### config.mk
export PLATFORM = sky130hd
export DESIGN_NAME = lgx_unit
export DESIGN_NICKNAME = d
export VERILOG_FILES = /design/src/rtl/lgx_pkg.sv /design/src/rtl/lgx_lead_one.sv /design/src/rtl/lgx_log2_core.sv /design/src/rtl/lgx_alog2_core.sv /design/src/rtl/lgx_sign_ops.sv /design/src/rtl/lgx_unit.sv
export SDC_FILE = /design/constraint.sdc
export NUM_CORES = 1
export LEC_CHECK = 0
export BUFFER_PORTS_ARGS = -buffer_cell sky130_fd_sc_hd__buf_2
export CORE_MARGIN = 4
export CORE_UTILIZATION = 40
export DETAILED_ROUTE_END_ITERATION = 8
export HOLD_SLACK_MARGIN = 0.1
export SETUP_SLACK_MARGIN = 0.5
export SYNTH_ARGS = -nofsm -noshare
export SYNTH_HDL_FRONTEND = slang
export SYNTH_SLANG_ARGS = --single-unit
### constraint.sdc
create_clock -name clk -period 1.61 [get_ports clk]
set_input_delay 0.322 -clock clk [delete_from_list [all_inputs] [get_ports clk]]
set_output_delay 0.322 -clock clk [all_outputs]
set_load 0.005 [all_outputs]
### src/rtl/lgx_pkg.sv
package lgx_pkg;
    // Linear word: unsigned, LIN_FRAC_W fraction bits
    localparam int unsigned DATA_W     = 48;
    localparam int unsigned LIN_FRAC_W = 23;
    // Log code: LOG_INT_W integer bits, LOG_FRAC_W fraction bits
    localparam int unsigned LOG_INT_W  = 5;
    localparam int unsigned LOG_FRAC_W = 4;

    localparam int unsigned LOG_W   = LOG_INT_W + LOG_FRAC_W;
    localparam int unsigned POS_W   = $clog2(DATA_W);
    // Largest integer part whose antilog still fits in DATA_W bits
    localparam int unsigned MAX_INT = DATA_W - LIN_FRAC_W - 1;

    typedef enum logic [2:0] {
        OP_PASS = 3'd0,
        OP_NEG  = 3'd1,
        OP_ABS  = 3'd2,
        OP_LOG  = 3'd3,
        OP_ALOG = 3'd4
    } lgx_op_e;

    typedef struct packed {
        logic [DATA_W-1:0] res;
    } lgx_state_t;
endpackage

### src/rtl/lgx_lead_one.sv
module lgx_lead_one #(
    parameter int unsigned WIDTH = 48,
    localparam int unsigned PW   = $clog2(WIDTH)
) (
    input  logic [WIDTH-1:0] vec_i,
    output logic [PW-1:0]    pos_o,
    output logic             any_o
);
    // Scan upward so the highest set bit wins
    always_comb begin
        pos_o = '0;
        any_o = 1'b0;
        for (int i = 0; i < int'(WIDTH); i++) begin
            if (vec_i[i]) begin
                pos_o = PW'(i);
                any_o = 1'b1;
            end
        end
    end
endmodule

### src/rtl/lgx_log2_core.sv
module lgx_log2_core
    import lgx_pkg::*;
(
    input  logic [DATA_W-1:0] lin_i,
    output logic [DATA_W-1:0] log_o
);
    localparam logic [DATA_W-1:0] ONE_LIN = DATA_W'(1) << LIN_FRAC_W;

    logic [POS_W-1:0]      lead_pos;
    logic                  lead_any;
    logic [POS_W-1:0]      int_part;
    logic [POS_W-1:0]      shift_amt;
    logic [DATA_W-1:0]     shifted;
    logic [LOG_FRAC_W-1:0] frac_part;

    lgx_lead_one #(.WIDTH(DATA_W)) lead_i (
        .vec_i (lin_i),
        .pos_o (lead_pos),
        .any_o (lead_any)
    );

    always_comb begin
        int_part  = lead_pos - POS_W'(LIN_FRAC_W);
        shift_amt = (lead_pos >= POS_W'(LOG_FRAC_W)) ?
                    lead_pos - POS_W'(LOG_FRAC_W) : '0;
        shifted   = lin_i >> shift_amt;
        frac_part = shifted[LOG_FRAC_W-1:0];
        log_o     = '0;
        if (lead_any && (lin_i > ONE_LIN)) begin
            log_o[LOG_W-1:LOG_FRAC_W] = int_part[LOG_INT_W-1:0];
            log_o[LOG_FRAC_W-1:0]     = frac_part;
        end
    end
endmodule

### src/rtl/lgx_alog2_core.sv
module lgx_alog2_core
    import lgx_pkg::*;
(
    input  logic [DATA_W-1:0] code_i,
    output logic [DATA_W-1:0] lin_o
);
    localparam int unsigned SH_W = POS_W + 1;

    logic [LOG_INT_W-1:0]  int_part;
    logic [LOG_FRAC_W-1:0] frac_part;
    logic [DATA_W-1:0]     mant;
    logic [SH_W-1:0]       shift_amt;
    logic                  saturate;

    always_comb begin
        int_part  = code_i[LOG_W-1:LOG_FRAC_W];
        frac_part = code_i[LOG_FRAC_W-1:0];
        mant      = DATA_W'({1'b1, frac_part});
        shift_amt = SH_W'(int_part) + SH_W'(LIN_FRAC_W - LOG_FRAC_W);
        saturate  = (32'(int_part) > MAX_INT);
        lin_o     = saturate ? '1 : (mant << shift_amt);
    end
endmodule

### src/rtl/lgx_sign_ops.sv
module lgx_sign_ops
    import lgx_pkg::*;
(
    input  logic [DATA_W-1:0] val_i,
    output logic [DATA_W-1:0] neg_o,
    output logic [DATA_W-1:0] abs_o
);
    localparam logic [DATA_W-1:0] MOST_NEG = {1'b1, {(DATA_W-1){1'b0}}};
    localparam logic [DATA_W-1:0] MOST_POS = {1'b0, {(DATA_W-1){1'b1}}};

    always_comb begin
        neg_o = (~val_i) + DATA_W'(1);
        if (val_i == MOST_NEG)
            abs_o = MOST_POS;
        else if (val_i[DATA_W-1])
            abs_o = neg_o;
        else
            abs_o = val_i;
    end
endmodule

### src/rtl/lgx_unit.sv
module lgx_unit
    import lgx_pkg::*;
(
    input  logic              clk,
    input  logic              rst_n,
    input  logic              issue_i,
    input  logic [2:0]        op_sel_i,
    input  logic [DATA_W-1:0] src_i,
    output logic [DATA_W-1:0] res_o
);
    lgx_state_t state_d, state_q;

    logic [DATA_W-1:0] log_val;
    logic [DATA_W-1:0] alog_val;
    logic [DATA_W-1:0] neg_val;
    logic [DATA_W-1:0] abs_val;

    lgx_log2_core log_i (
        .lin_i (src_i),
        .log_o (log_val)
    );

    lgx_alog2_core alog_i (
        .code_i (src_i),
        .lin_o  (alog_val)
    );

    lgx_sign_ops sign_i (
        .val_i (src_i),
        .neg_o (neg_val),
        .abs_o (abs_val)
    );

    always_comb begin
        state_d = state_q;
        if (issue_i) begin
            case (op_sel_i)
                OP_NEG:  state_d.res = neg_val;
                OP_ABS:  state_d.res = abs_val;
                OP_LOG:  state_d.res = log_val;
                OP_ALOG: state_d.res = alog_val;
                default: state_d.res = src_i;
            endcase
        end
    end

    always_ff @(posedge clk or negedge rst_n) begin
        if (!rst_n)
            state_q <= '0;
        else
            state_q <= state_d;
    end

    assign res_o = state_q.res;


    hold_when_idle_chk: assert property (@(posedge clk) disable iff (!rst_n)
        !issue_i |=> $stable(res_o));


    pass_copy_chk: assert property (@(posedge clk) disable iff (!rst_n)
        (issue_i && op_sel_i == 3'd0) |=> (res_o == $past(src_i)));


    neg_sum_zero_chk: assert property (@(posedge clk) disable iff (!rst_n)
        (issue_i && op_sel_i == 3'd1) |=> (DATA_W'(res_o + $past(src_i)) == '0));


    abs_nonneg_chk: assert property (@(posedge clk) disable iff (!rst_n)
        (issue_i && op_sel_i == 3'd2) |=> !res_o[DATA_W-1]);


    log_upper_zero_chk: assert property (@(posedge clk) disable iff (!rst_n)
        (issue_i && op_sel_i == 3'd3) |=> (res_o[DATA_W-1:LOG_W] == '0));


    alog_sat_chk: assert property (@(posedge clk) disable iff (!rst_n)
        (issue_i && op_sel_i == 3'd4 && 32'(src_i[LOG_W-1:LOG_FRAC_W]) > MAX_INT)
        |=> (&res_o));
endmodule

; Yosys cells after proc, flatten, opt, wreduce, memory -nomap -nowiden
; Index checks and enable logic that the tools add are counted.
[classes]
n_addsub = 4
order_cmp = 3
n_eq_ne = 5
shift = 2
mux = 101
bitwise_logic = 1
n_reduce_logical = 1
[ops]
columns = operator, count
row1 = 2-to-1 mux 6 bit, 47
row2 = one-hot mux 48 bit (4 select lines), 1
row3 = 2-to-1 mux 48 bit, 3
row4 = 2-to-1 mux 1 bit, 49
row5 = "adder 48 x 1 -> 48 bit, second input constant", 1
row6 = "equality test 48 bit, second input constant", 1
row7 = "greater-than comparator 48 x 24 -> 1 bit, second input constant", 1
row8 = inverter 48 bit, 1
row9 = << shifter 5 x 7 -> 48 bit, 1
row10 = >> shifter 48 x 6 -> 4 bit, 1
row11 = 2-to-1 mux 9 bit, 1
row12 = "adder 5 x 5 -> 6 bit, second input constant", 1
row13 = "equality test 3 x 2 -> 1 bit, second input constant", 2
row14 = "greater-or-equal comparator 6 x 3 -> 1 bit, second input constant", 1
row15 = "subtractor 6 x 3 -> 6 bit, second input constant", 1
row16 = "greater-than comparator 5 bit, second input constant", 1
row17 = "subtractor 5 bit, second input constant", 1
row18 = "equality test 3 x 1 -> 1 bit, second input constant", 1
row19 = "equality test 3 bit, second input constant", 1
row20 = logical AND 1 bit, 1
[word_totals]
ff_bits = 48
in_bits = 54
out_inout_bits = 48

; Logic depth before layout (Yosys ltp)
[depth]
word_depth = 52
depth_mapped = 23
depth_no_buf = 17

; Hierarchy
; Synthesis repeated with hierarchy kept, for this count alone.
[hier_totals]
hier_cells = 1409
area_unflattened_um2 = 10288.6
[by_module_without_submodules]
columns = mod, n_inst, cells_each, area_each_um2, seq_area_each_um2
row1 = lgx_unit, 1, 455, 4085.2, 1201.2
row2 = lgx_log2_core, 1, 379, 2633.8, 0.0
row3 = lgx_sign_ops, 1, 342, 2183.3, 0.0
row4 = lgx_alog2_core, 1, 132, 820.8, 0.0
row5 = lgx_lead_one, 1, 101, 565.5, 0.0

; Worst setup path after synthesis
; Ideal clock, no wire load.
[synth_path]
path_type = input-to-reg
from = input port src_i[4]
to = register state_q, in the netlist res_o[1]
arrival_time_ns = 4.263
required_time_ns = 1.488
slack_ns = -2.774
stages = 20
cell_sequence = clkbuf_1 -> buf_1 -> inv_1 -> ha_1 -> ha_1 -> nand2b_1 -> nand3_1 -> a31o_2 -> a21oi_1 -> inv_1 -> buf_2 -> ha_1 -> and4_4 -> nor2_2 -> o31a_1 -> buf_6 -> mux4_2 -> a22oi_1 -> a31oi_1 -> a32o_1
[synth_via]
elab_chain_len = 49
[synth_rtl]
columns = element, line
row1 = "start, declared", lgx_unit.sv:8  ; input logic [DATA_W-1:0] src_i,
row2 = 2-to-1 mux 6 bit (44 in a row), lgx_lead_one.sv:14  ; if (vec_i[i]) begin
row3 = subtractor 6 x 3 -> 6 bit / greater-or-equal comparator 6 x 3 -> 1 bit (equally long branches), "lgx_log2_core.sv:25, lgx_log2_core.sv:24"
row4 = 2-to-1 mux 6 bit, lgx_log2_core.sv:24  ; shift_amt = (lead_pos >= POS_W'(LOG_FRAC_W)) ?
row5 = >> shifter 48 x 6 -> 4 bit, lgx_log2_core.sv:26  ; shifted = lin_i >> shift_amt;
row6 = 2-to-1 mux 9 bit, lgx_log2_core.sv:29  ; if (lead_any && (lin_i > ONE_LIN)) begin
row7 = one-hot mux 48 bit (4 select lines) (*), lgx_unit.sv:37  ; case (op_sel_i)
row8 = "end signal, assigned", lgx_unit.sv:51  ; state_q <= state_d;
row9 = "end, declared", lgx_unit.sv:11  ; lgx_state_t state_d, state_q;
; Every way passes the cells marked *; elsewhere a longest branch is shown, timed or not.
; A chain may end at the register's enable or synchronous reset.

; Worst setup path in the final report
[layout_path]
from = input port src_i[22]
to = register state_q, in the netlist res_o[2]
[layout_via]
elab_chain_len = 31
[layout_rtl]
columns = element, line
row1 = 2-to-1 mux 6 bit (26 in a row), lgx_lead_one.sv:14
row2 = subtractor 6 x 3 -> 6 bit / greater-or-equal comparator 6 x 3 -> 1 bit (equally long branches), "lgx_log2_core.sv:25, lgx_log2_core.sv:24"
row3 = 2-to-1 mux 6 bit, lgx_log2_core.sv:24
row4 = >> shifter 48 x 6 -> 4 bit, lgx_log2_core.sv:26
row5 = 2-to-1 mux 9 bit, lgx_log2_core.sv:29
row6 = one-hot mux 48 bit (4 select lines) (*), lgx_unit.sv:37
; Marks and branches as above.

==> results.py <==
metrics = {
    "sta": {
        "setup_violations": 48,
        "layout_setup_ws_ns": -1.93,
        "max_freq_mhz": 283,
        "rsz0062_at_grt": "yes",
        "relSlewSlack": 0.642,
        "slew_viol_final": 0,
        "timing.final.hold_violations": 0,
        "skew_ns": 0,
        "hold_ws_ns": 0.430,
        "tightestPinTransition_ns": 0.532,
        "period_needed_ns": 3.54,
        "fin_crit_sh": 2.20,
    },
    "synthesis": {
        "synth_nets": 1084,
        "synth_edf_count": 0,
        "async_flop_share": 1.00,
        "syn_area_mm2": 0.00696,
        "yosysTopAreaCellShare": 0.173,
        "yosys.area.top_type": "dfrtp_1",
        "synth_seq_area_share": 0.173,
        "ys.flop_type": "dfrtp_1",
        "postSynthCellCount": 1020,
        "synth_area_per_cell_um2": 6.82,
        "yosysWarnings": 0,
        "synthDistinctLibCells": 78,
        "yosys_register_bits": 48,
        "yosys-top-cells-area": "dfrtp_1, a21oi_1, nor2_1, o21ai_0, nand2_1",
    },
    "setup_path": {
        "cpMaxStageDelayCell": "or4_4",
        "cp.required_ns": 1.80,
        "crit_top_cell": "buf_4",
        "path_cells": "buf_2 > or4_4 > nor2_4 > o21ai_4 > a21oi_2 > or3_4 > inv_4 > buf_4 > ha_4 > and4_4 > buf_6 > nor2_4 > o31a_1 > buf_4 > buf_12 > mux4_2 > a211oi_4 > buf_4 > o31ai_1",
        "slowest_delay_ns": 0.54,
        "cp.arrival_ns": 3.73,
        "endpoint_kind": "flop",
        "crit_type": "input pin to flop",
        "cp_max_fo": 5,
        "start_kind": "input pin",
    },
    "drt": {
        "vias": 10987,
        "vias_per_cell": 6.37,
        "avgRoutedWirePerCell_um": 23.5,
        "drc": 0,
        "drt_pre_antenna_iters": 5,
        "totalWireLength_mm": 40.5,
        "drt_iter0_drc": 1542,
        "drtAntennaViolNets": 0,
    },
    "global_routing": {
        "grt_max_degree": 49,
        "grt_pass1_vias": 10355,
        "antenna_found_initial": 0,
        "grt_overflow": 0,
        "grt_pass1_wl_mm": 60.2,
        "grt_use_total": 0.390,
    },
    "job": {
        "max_cap_viol_count": 0,
    },
    "clocking": {
        "cts_buffers": 5,
        "clock_latency_ns": 0.31,
        "htree_levels": 2,
        "root_buffer": "clkbuf_16",
        "cts_num_sinks": 48,
        "cts_buffer_depth": 2,
        "cts_tree": "yes",
        "cts.reportedPaths.clkPinSlew_ns": 0.07,
    },
    "floorplanning": {
        "row_count": 47,
        "start_util": 0.414,
        "core_mm2": 0.0168,
        "io-pin-count": 102,
        "dieArea_mm2": 0.0196,
        "die_h_um": 140,
        "die_w_um": 140,
    },
    "final_layout": {
        "mostFrequentLayoutCell": "buf_4",
        "drive_above_1_share": 0.519,
        "largest_register_ffs": 48,
        "n_antenna_cell": 0,
        "area_growth_pct": 80.9,
        "final_cell_mix": "buf_4, buf_2, nor2_1, nand2_1, a21oi_1",
        "fin_nets": 1569,
        "layoutNonFillerInstCount": 1726,
    },
    "place": {
        "gp_congestion": 1.04,
        "dp_hpwl_mm": 30.6,
        "placed_cells": 1640,
        "io_buffers": 101,
    },
    "outcome": {
        "status": "finished with violations",
        "violations": "setup timing",
    },
    "worst_hold_path": {
        "hp-class": "input pin to flop",
    },
    "power_and_ir_drop": {
        "p_leak_uw": 0.00558,
        "ir_drop_mv": 0.538,
        "power_density_mw_per_mm2": 518,
    },
}
## logic make-up (layout without fill, tap and decap cells)
| kind of cell | after synthesis | in the layout | synth area share |
|---|---|---|---|
| simple gates | 388 | 388 | 0.270 |
| compound gates | 370 | 370 | 0.356 |
| buf+inv | 143 | 629 | 0.0866 |
| mux | 48 | 48 | 0.0804 |
| flops | 48 | 48 | 0.173 |
| xor+xnor | 13 | 13 | 0.0164 |
| fa+ha+maj | 10 | 10 | 0.0180 |
## synthesized netlist by cell type (7+ instances only)
library cell    n
or4_1          15
o21ai_0        75
a22oi_1        15
o22ai_1         7
dfrtp_1        48
a31oi_1        28
o21a_1          7
a32oi_1         8
clkbuf_1       74
o221ai_1       16
nand2_1        94
a21oi_1        94
xnor2_1        10
nor4_1         19
inv_1          47
a221o_1         7
nand4_1        10
mux2_2         13
nand3_1        46
mux2i_1        30
and3_1          7
a211oi_1        9
nor3_1         40
buf_2          11
o31ai_1        15
ha_1           10
o211ai_1       16
nor2_1        110
nand2b_1        8
## layout make-up
class                      count  area, um^2
multi-input combinational    829        6230
timing repair buffer         574        4500
fill                        1311        4230
sequential                    48        1200
tap                          220         275
inverter                      47         186
clock buffer                   5         125
clock inverter                 3        68.8
## power by group
group	switching [uW]	internal, uW
clock	553	898
combinational	1910	1700
sequential	86.4	1380
total	2550	3970
## path summary, 6_finish.rpt
kind | slack, ns | start | endpoint | cells past startpoint
min reg2reg | 0.48 | res_o[25] | res_o[25] | 1
min | 0.43 | src_i[7] | res_o[7] | 3
min in group asynchronous | 0.52 | rst_n | res_o[5] | 3
max in group asynchronous | 0.83 | rst_n | res_o[20] | 3
max reg2reg | 0.44 | res_o[1] | res_o[1] | 5
max | -1.93 | src_i[22] | res_o[2] | 19
## worst max-delay path, delay by kind of cell
kind	cells	cell delay [ns]
compound gates	5	0.77
fa+ha+maj	1	0.15
buf+inv	7	0.85
mux	1	0.54
simple gates	5	1.09
## metrics by stage
stage	area, um^2	TNS, ns	setup WS (ns)	utilization	total power [uW]
2_1_floorplan	7440	-40.86	-2.00	-	2940
3_3_place_gp	10700	-65.89	-2.28	0.638	4480
3_5_place_dp	10700	-64.94	-2.29	0.638	4500
4_1_cts	12100	-44.14	-1.78	0.717	6200
5_1_grt	12600	-56.03	-1.98	0.749	6790
6_report	12600	-51.23	-1.93	0.749	6520
## routing by layer
metal / vias up / share of wire / GRT usage / wire [um]
met5: - / 0 / 0 / 0
met4: 0 / 0.050 / 0.158 / 2010
met3: 156 / 0.12 / 0.0723 / 4800
met2: 840 / 0.43 / 0.601 / 17400
met1: 5152 / 0.40 / 0.539 / 16300
li1: 4839 / - / - / -
## what timing repair did
action | 4_1_cts | 5_1_grt
pin swaps | 69 | 34
hold buffers | 1 | 0
setup endpoints to repair | 96 | 96
gates cloned | 3 | 0
endpoints found under the hold margin | 48 | 0
gates resized for setup | 188 | 61
setup buffers | 44 | 30
No activity file was read; power rests on OpenSTA's default activity.
